===== src/rtl/coh_line_pkg.sv =====
package coh_line_pkg;
  typedef struct packed {
    logic v;
    logic s;
    logic o;
    logic d;
  } line_flags_t;

  localparam logic [1:0] RD_SHARED = 2'd0;
  localparam logic [1:0] RD_UNIQUE = 2'd1;
  localparam logic [1:0] RD_MKUNIQ = 2'd2;

  localparam logic [1:0] WB_INVAL  = 2'd0;
  localparam logic [1:0] WB_SHARE  = 2'd1;
  localparam logic [1:0] WB_UNIQ   = 2'd2;
  localparam logic [1:0] WB_EVICT  = 2'd3;

  localparam logic [1:0] PB_INVAL  = 2'd0;
  localparam logic [1:0] PB_SHARE  = 2'd1;

  localparam logic [1:0] LQ_STORE  = 2'd1;
  localparam logic [1:0] LQ_FREE   = 2'd2;

  localparam logic [1:0] RS_OK     = 2'd0;
  localparam logic [1:0] RS_DATA   = 2'd2;

  typedef enum logic [2:0] {
    ST_IDLE, ST_RCMD, ST_RWAIT, ST_RACK, ST_WCMD, ST_WWAIT, ST_PRSP
  } ctl_st_t;
endpackage


===== src/rtl/coh_line_rst_sync.sv =====
module coh_line_rst_sync (
  input  logic clk,
  input  logic rst_n,
  output logic srst_n
);
  logic [1:0] sync_q;

  always_ff @(posedge clk or negedge rst_n) begin
    if (!rst_n) sync_q <= 2'b00;
    else        sync_q <= {sync_q[0], 1'b1};
  end

  assign srst_n = sync_q[1];
endmodule


===== src/rtl/coh_line_store.sv =====
module coh_line_store
  import coh_line_pkg::*;
#(
  parameter int DW = 8
) (
  input  logic          clk,
  input  logic          rst_n,
  input  logic          fl_we,
  input  line_flags_t   fl_in,
  input  logic          dt_we,
  input  logic [DW-1:0] dt_in,
  output line_flags_t   fl_q,
  output logic [DW-1:0] dt_q
);
  always_ff @(posedge clk or negedge rst_n) begin
    if (!rst_n)     fl_q <= '0;
    else if (fl_we) fl_q <= fl_in;
  end

  always_ff @(posedge clk or negedge rst_n) begin
    if (!rst_n)     dt_q <= '0;
    else if (dt_we) dt_q <= dt_in;
  end
endmodule


===== src/rtl/coh_line_probe_dec.sv =====
module coh_line_probe_dec
  import coh_line_pkg::*;
(
  input  line_flags_t cur,
  input  logic [1:0]  op,
  output line_flags_t nxt,
  output logic        wb_need,
  output logic [1:0]  wb_op,
  output logic        chg
);
  logic vod;
  assign vod = cur.v & cur.o & cur.d;

  always_comb begin
    nxt     = cur;
    wb_need = vod;
    wb_op   = WB_INVAL;
    case (op)
      PB_INVAL: begin
        nxt   = '0;
        wb_op = WB_INVAL;
      end
      PB_SHARE: begin
        nxt.s = cur.v;
        nxt.d = cur.d & ~vod;
        wb_op = WB_SHARE;
      end
      default: begin
        nxt.d = cur.d & ~vod;
        wb_op = cur.s ? WB_SHARE : WB_UNIQ;
      end
    endcase
    chg = cur.v & ((nxt.v != cur.v) | (nxt.s != cur.s));
  end
endmodule


===== src/rtl/coh_line_ctrl.sv =====
module coh_line_ctrl
  import coh_line_pkg::*;
#(
  parameter int DW = 8,
  parameter int IW = 4
) (
  input  logic          clk,
  input  logic          rst_n,
  input  logic          lreq_valid,
  input  logic [1:0]    lreq_op,
  input  logic [DW-1:0] lreq_wdata,
  output logic          lreq_ready,
  output logic          lreq_err,
  output logic [DW-1:0] lreq_rdata,
  output logic          rcmd_valid,
  input  logic          rcmd_ready,
  output logic [1:0]    rcmd_op,
  input  logic          rrsp_valid,
  output logic          rrsp_ready,
  input  logic [1:0]    rrsp_kind,
  input  logic          rrsp_shared,
  input  logic          rrsp_owner,
  input  logic          rrsp_dirty,
  input  logic [DW-1:0] rrsp_data,
  output logic          rack_valid,
  input  logic          rack_ready,
  output logic          wcmd_valid,
  input  logic          wcmd_ready,
  output logic [1:0]    wcmd_op,
  output logic          wcmd_probe,
  output logic [IW-1:0] wcmd_id,
  output logic [DW-1:0] wcmd_data,
  input  logic          wrsp_valid,
  output logic          wrsp_ready,
  input  logic          pcmd_valid,
  output logic          pcmd_ready,
  input  logic [1:0]    pcmd_op,
  input  logic [IW-1:0] pcmd_id,
  output logic          prsp_valid,
  input  logic          prsp_ready,
  output logic [3:0]    line_flags
);
  logic          srst_n;
  ctl_st_t       st_q, st_d;
  logic [1:0]    rop_q, rop_d, wop_q, wop_d;
  logic          weak_q, weak_d, rpend_q, rpend_d, err_q, err_d, wprb_q, wprb_d;
  logic [IW-1:0] wid_q, wid_d;
  line_flags_t   fl_q, fl_in, pd_nxt;
  logic          fl_we, dt_we, pd_wb, pd_chg, vod;
  logic [1:0]    pd_wop;
  logic [DW-1:0] dt_q, dt_in;

  coh_line_rst_sync u_rst (.clk(clk), .rst_n(rst_n), .srst_n(srst_n));

  coh_line_store #(.DW(DW)) u_store (
    .clk(clk), .rst_n(srst_n), .fl_we(fl_we), .fl_in(fl_in),
    .dt_we(dt_we), .dt_in(dt_in), .fl_q(fl_q), .dt_q(dt_q)
  );

  coh_line_probe_dec u_pdec (
    .cur(fl_q), .op(pcmd_op), .nxt(pd_nxt),
    .wb_need(pd_wb), .wb_op(pd_wop), .chg(pd_chg)
  );

  assign vod = fl_q.v & fl_q.o & fl_q.d;

  always_comb begin
    st_d = st_q;   rop_d = rop_q;   weak_d = weak_q; rpend_d = rpend_q;
    err_d = err_q; wop_d = wop_q;   wprb_d = wprb_q; wid_d = wid_q;
    fl_we = 1'b0;  fl_in = fl_q;    dt_we = 1'b0;    dt_in = lreq_wdata;
    lreq_ready = 1'b0; lreq_err = 1'b0; rcmd_valid = 1'b0; rrsp_ready = 1'b0;
    rack_valid = 1'b0; wcmd_valid = 1'b0; wrsp_ready = 1'b0;
    pcmd_ready = 1'b0; prsp_valid = 1'b0;
    if (((st_q == ST_IDLE) || (st_q == ST_RWAIT)) && pcmd_valid) begin
      pcmd_ready = 1'b1;
      fl_we      = 1'b1;
      fl_in      = pd_nxt;
      if ((st_q == ST_RWAIT) && (rop_q == RD_MKUNIQ) && pd_chg) weak_d = 1'b1;
      if (pd_wb) begin
        wop_d = pd_wop; wprb_d = 1'b1; wid_d = pcmd_id; st_d = ST_WCMD;
      end else begin
        st_d = ST_PRSP;
      end
    end else begin
      case (st_q)
        ST_IDLE: if (lreq_valid) begin
          case (lreq_op)
            LQ_STORE: if (fl_q.v & ~fl_q.s & fl_q.o) begin
              lreq_ready = 1'b1; fl_we = 1'b1; fl_in.d = 1'b1; dt_we = 1'b1;
            end else begin
              rop_d = fl_q.v ? RD_MKUNIQ : RD_UNIQUE; weak_d = 1'b0; st_d = ST_RCMD;
            end
            LQ_FREE: if (!fl_q.v) begin
              lreq_ready = 1'b1;
            end else begin
              fl_we = 1'b1; fl_in = '0; wop_d = vod ? WB_INVAL : WB_EVICT;
              wprb_d = 1'b0; wid_d = '0; st_d = ST_WCMD;
            end
            default: if (fl_q.v) begin
              lreq_ready = 1'b1;
            end else begin
              rop_d = RD_SHARED; weak_d = 1'b0; st_d = ST_RCMD;
            end
          endcase
        end
        ST_RCMD: begin
          rcmd_valid = 1'b1;
          if (rcmd_ready) begin rpend_d = 1'b1; st_d = ST_RWAIT; end
        end
        ST_RWAIT: begin
          rrsp_ready = 1'b1;
          if (rrsp_valid) begin
            rpend_d = 1'b0; err_d = 1'b0; st_d = ST_RACK;
            case (rrsp_kind)
              RS_DATA: begin
                fl_we = 1'b1; dt_we = 1'b1; dt_in = rrsp_data;
                if (rop_q == RD_SHARED)
                  fl_in = '{v: 1'b1, s: rrsp_shared, o: rrsp_owner, d: rrsp_dirty};
                else
                  fl_in = '{v: 1'b1, s: 1'b0, o: 1'b1, d: rrsp_dirty};
              end
              RS_OK: if (!weak_q && (rop_q == RD_MKUNIQ)) begin
                fl_we = 1'b1; fl_in.v = 1'b1; fl_in.s = 1'b0; fl_in.o = 1'b1;
              end
              default: begin fl_we = 1'b1; fl_in = '0; err_d = 1'b1; end
            endcase
          end
        end
        ST_RACK: begin
          rack_valid = 1'b1;
          if (rack_ready) begin
            st_d = ST_IDLE;
            if (!weak_q) begin
              lreq_ready = 1'b1;
              lreq_err   = err_q;
              if (!err_q && (rop_q != RD_SHARED)) begin
                fl_we = 1'b1; fl_in.d = 1'b1; dt_we = 1'b1;
              end
            end
          end
        end
        ST_WCMD: begin
          wcmd_valid = 1'b1;
          if (wcmd_ready) st_d = ST_WWAIT;
        end
        ST_WWAIT: begin
          wrsp_ready = 1'b1;
          if (wrsp_valid) begin
            lreq_ready = ~wprb_q;
            st_d = rpend_q ? ST_RWAIT : ST_IDLE;
          end
        end
        default: begin
          prsp_valid = 1'b1;
          if (prsp_ready) st_d = rpend_q ? ST_RWAIT : ST_IDLE;
        end
      endcase
    end
  end

  always_ff @(posedge clk or negedge srst_n) begin
    if (!srst_n) begin
      st_q <= ST_IDLE; rop_q <= RD_SHARED; wop_q <= WB_INVAL; weak_q <= 1'b0;
      rpend_q <= 1'b0; err_q <= 1'b0; wprb_q <= 1'b0; wid_q <= '0;
    end else begin
      st_q <= st_d; rop_q <= rop_d; wop_q <= wop_d; weak_q <= weak_d;
      rpend_q <= rpend_d; err_q <= err_d; wprb_q <= wprb_d; wid_q <= wid_d;
    end
  end

  assign lreq_rdata = dt_q;
  assign rcmd_op    = rop_q;
  assign wcmd_op    = wop_q;
  assign wcmd_probe = wprb_q;
  assign wcmd_id    = wid_q;
  assign wcmd_data  = dt_q;
  assign line_flags = fl_q;
endmodule


===== config.mk =====
export PLATFORM = sky130hd
export DESIGN_NAME = coh_line_ctrl
export DESIGN_NICKNAME = d
export VERILOG_FILES = /design/src/rtl/coh_line_pkg.sv /design/src/rtl/coh_line_rst_sync.sv /design/src/rtl/coh_line_store.sv /design/src/rtl/coh_line_probe_dec.sv /design/src/rtl/coh_line_ctrl.sv
export SDC_FILE = /design/constraint.sdc
export NUM_CORES = 1
export LEC_CHECK = 0
export BUFFER_PORTS_ARGS = -buffer_cell sky130_fd_sc_hd__buf_2
export CAP_MARGIN = 20
export CORE_UTILIZATION = 52
export DETAILED_ROUTE_END_ITERATION = 7
export GPL_ROUTABILITY_DRIVEN = 0
export PLACE_DENSITY = 0.91
export SLEW_MARGIN = 20
export SYNTH_ARGS = -nofsm -noshare
export SYNTH_HDL_FRONTEND = slang
export SYNTH_SLANG_ARGS = --single-unit

===== constraint.sdc =====
create_clock -name clk -period 2.43 [get_ports clk]
set_clock_uncertainty 0.1 [all_clocks]
set_input_delay 0.1215 -clock clk [delete_from_list [all_inputs] [get_ports clk]]
set_output_delay 0.1215 -clock clk [all_outputs]
set_load 0.005 [all_outputs]

==> flow_summary.yaml <==
place:
  numPortBuffers: 76
  dp.cells: 322
  dpl_cell_area_mm2: 0.002253
  dpl.hpwl_mm: 3.653
flow_run:
  cap_viol_max_count: 0
synthesis:
  syn_area_mm2: 0.001867
  synth-seq-cells: 29
  yosys_warnings: 0
  postSynthAreaPerCell_um2: 8.847
  seq_area_frac_synth: 0.3887
  synth_fp_nets: 252
  synthesis.instances: 211
  async_flop_share: 1.000
  yosys.cell_types.count: 48
  synth_ff_type: "dfrtp_1"
  synth_edf_count: 0
timing:
  min_period_ps: 2259
  holdWs_ps: 1.813
  slew_violations: 0
  fin_tns_setup_ps: 0
  rsz0062_at_grt: "no"
  finalSetupViolCount: 0
  hold_viol_final: 0
  fin_crit_sh: 0.9298
  fmaxAchievable_mhz: 442.6
critical_path:
  critPathLaunchType: "flop"
  worstSetupPathType: "reg -> reg"
  crit_chain: "or4b_1 -> a211oi_4 -> nor3_2 -> nor4_2 -> mux2_1"
  cp-end-kind: "flop"
  cp.arrival_ps: 2400
  cp.required_ps: 2570
  slowest_delay_ps: 680
  rr_worst_depth: 5
  crit_path_max_fanout: 6
  slowest_stage: "or4b_1"
hold_path:
  worstHoldPathCells: 3
  hold_path.class: "in -> reg"
final_layout:
  fin_cells: 345
  nets: 339
  fin_area_mm2: 0.002487
  fillCellCount: 232
  final_layout_size_suffix_gt1_frac: 0.3478
  area_growth_pct: 33.24
  antenna_cells: 0
  seq_area_um2: 725.7
  final_core_util: 0.7339
  multi_input_area_um2: 977.2
detailed_routing:
  drt_first_pass_iters: 6
  post-route-drc-count: 0
  drt_iter0_markers: 145
  num_vias: 2051
  wl_per_cell_um: 15.73
  wl_mm: 5.427
  postRouteAntennaNets: 0
  vias_per_cell: 5.945
clock_tree:
  cts_root_buffer: "clkbuf_4"
  cts_setup_buffers: 0
  cts_tree: "built"
  cts_sinks: 29
  post_cts_resized: 0
  cts_buffers: 5
  path_clk_slew_ps: 110
  holdBufCountCts: 15
  htreeDepth: 2
  clk_latency_ps: 350
  clockBufferDepth: 2
global_routing:
  grt_pass1_vias: 1812
  grt_max_degree: 28
  grt_pass1_wl_mm: 8.521
  antenna_found_initial: 0
  grt_use_total: 0.3091
  grt_overflow: 0
power_and_ir_drop:
  p_leak_nw: 1.217
  pwr_density_cell_mw_per_mm2: 969.1
  ir_drop_uv: 558.0
die:
  die_h_um: 61.92
  coreArea_mm2: 0.003390
  die_area_mm2: 0.003833
  die_w_um: 61.92
  initial_core_util: 0.5508
  io_pins: 77
  rows: 21
run_status:
  status: "finished clean"
## flip-flops by register name, summed over array words and instances, names as in the netlist
register and flops:
st_q 3, u_rst.sync_q 2, u_store.fl_q 4, wcmd_probe 1, wcmd_op 2, u_store.dt_q 8, rcmd_op 2, wcmd_id 4
rpend_q 1, err_q 1, weak_q 1
## area by class of cell
cell class                      instances  area share
Clock buffer                            5     0.01509
Clock inverter                          3     0.01861
Inverter                               14     0.02113
Multi-Input combinational cell        149      0.3929
Sequential cell                        29      0.2917
Tap cell                               46     0.02314
Timing Repair Buffer                   99      0.2374
## cells by family (layout without fill, tap and decap cells)
logic type | Yosys count | after routing | share of synthesized area
buffers and inverters | 33 | 121 | 0.08780
flip-flops | 29 | 29 | 0.3887
multiplexers | 15 | 15 | 0.08378
adder cells (fa/ha/maj) | 2 | 2 | 0.01340
other | 1 | 1 | 0.002009
AND/OR/NAND/NOR | 71 | 71 | 0.2105
AO/OA/AOI/OAI | 60 | 60 | 0.2138
## through the flow
step | setup WS [ps] | power (mW)
final | 170.5 | 2.411
after CTS | 162.9 | 2.373
after global routing | 99.32 | 2.594
after global placement | 243.1 | 1.908
after floorplan | 236.4 | 1.589
after detailed placement | 161.2 | 1.938
## placed cells by master (no fill, tap or decap), drive strengths merged, types with 2 or more instances in the layout
| cell type | synthesis | routed |
|---|---|---|
| a211oi | 6 | 6 |
| a21oi | 13 | 13 |
| a22o | 6 | 6 |
| a31oi | 4 | 4 |
| buf | 11 | 84 |
| clkbuf | 8 | 5 |
| dfrtp | 29 | 29 |
| dlygate4sd3 | 0 | 15 |
| ha | 2 | 2 |
| inv | 14 | 14 |
| mux2 | 5 | 5 |
| mux2i | 10 | 10 |
| nand2 | 19 | 19 |
| nand2b | 4 | 4 |
| nand3 | 6 | 6 |
| nand4b | 2 | 2 |
| nor2 | 15 | 15 |
| nor3 | 8 | 8 |
| nor3b | 2 | 2 |
| nor4 | 4 | 4 |
| o211ai | 3 | 3 |
| o21ai | 16 | 16 |
| o22a | 2 | 2 |
| o22ai | 3 | 3 |
| o32ai | 3 | 3 |
| or2 | 2 | 2 |
| or3 | 2 | 2 |
## synth_stat cells (all sizes together), types with 2 or more instances
| cell | number | area (um^2) |
|---|---|---|
| dfrtp | 29 | 725.7 |
| or2 | 2 | 12.51 |
| ha | 2 | 25.02 |
| mux2i | 10 | 100.1 |
| o21ai | 16 | 80.07 |
| nor4 | 4 | 46.29 |
| inv | 14 | 52.55 |
| o211ai | 3 | 22.52 |
| nand2 | 19 | 71.32 |
| buf | 11 | 80.07 |
| clkbuf | 8 | 31.28 |
| nor3b | 2 | 15.01 |
| nand4b | 2 | 17.52 |
| o22a | 2 | 17.52 |
| or3 | 2 | 12.51 |
| o32ai | 3 | 26.28 |
| a211oi | 6 | 57.56 |
| a22o | 6 | 52.55 |
| nor2 | 15 | 56.30 |
| a31oi | 4 | 25.02 |
| nor3 | 8 | 50.05 |
| nand3 | 6 | 30.03 |
| nand2b | 4 | 25.02 |
| mux2 | 5 | 56.30 |
| a21oi | 13 | 65.06 |
| o22ai | 3 | 18.77 |
## path summary, 6_finish.rpt
path	slack, ps	from	to
max	170	st_q[1]	u_store.fl_q[0]
max reg2reg	170	st_q[1]	u_store.fl_q[0]
min in group asynchronous	160	u_rst.sync_q[1]	u_store.fl_q[3]
min	2	rrsp_data[6]	u_store.dt_q[6]
max in group asynchronous	1600	rst_n	u_rst.sync_q[1]
min reg2reg	160	u_rst.sync_q[1]	u_store.fl_q[3]
## worst max-delay path: cells and delay by family (launching register included)
family           cells  cell delay [ps]
AO/OA/AOI/OAI        1              270
AND/OR/NAND/NOR      3             1060
multiplexers         1              350
flip-flops           1              390
## report_power, final
group / internal, mW / total [mW] / switching, mW
clock network: 0.217 / 0.408 / 0.190
logic: 0.532 / 1.20 / 0.665
registers: 0.653 / 0.806 / 0.153
## routing by layer
metal / track usage / wire length [um]
met2: 0.4900 / 2665
met3: 0.06211 / 504
met4: 0.1270 / 223
met1: 0.4162 / 2033
met5: 0 / 0
(Power assumes the default switching activity.)
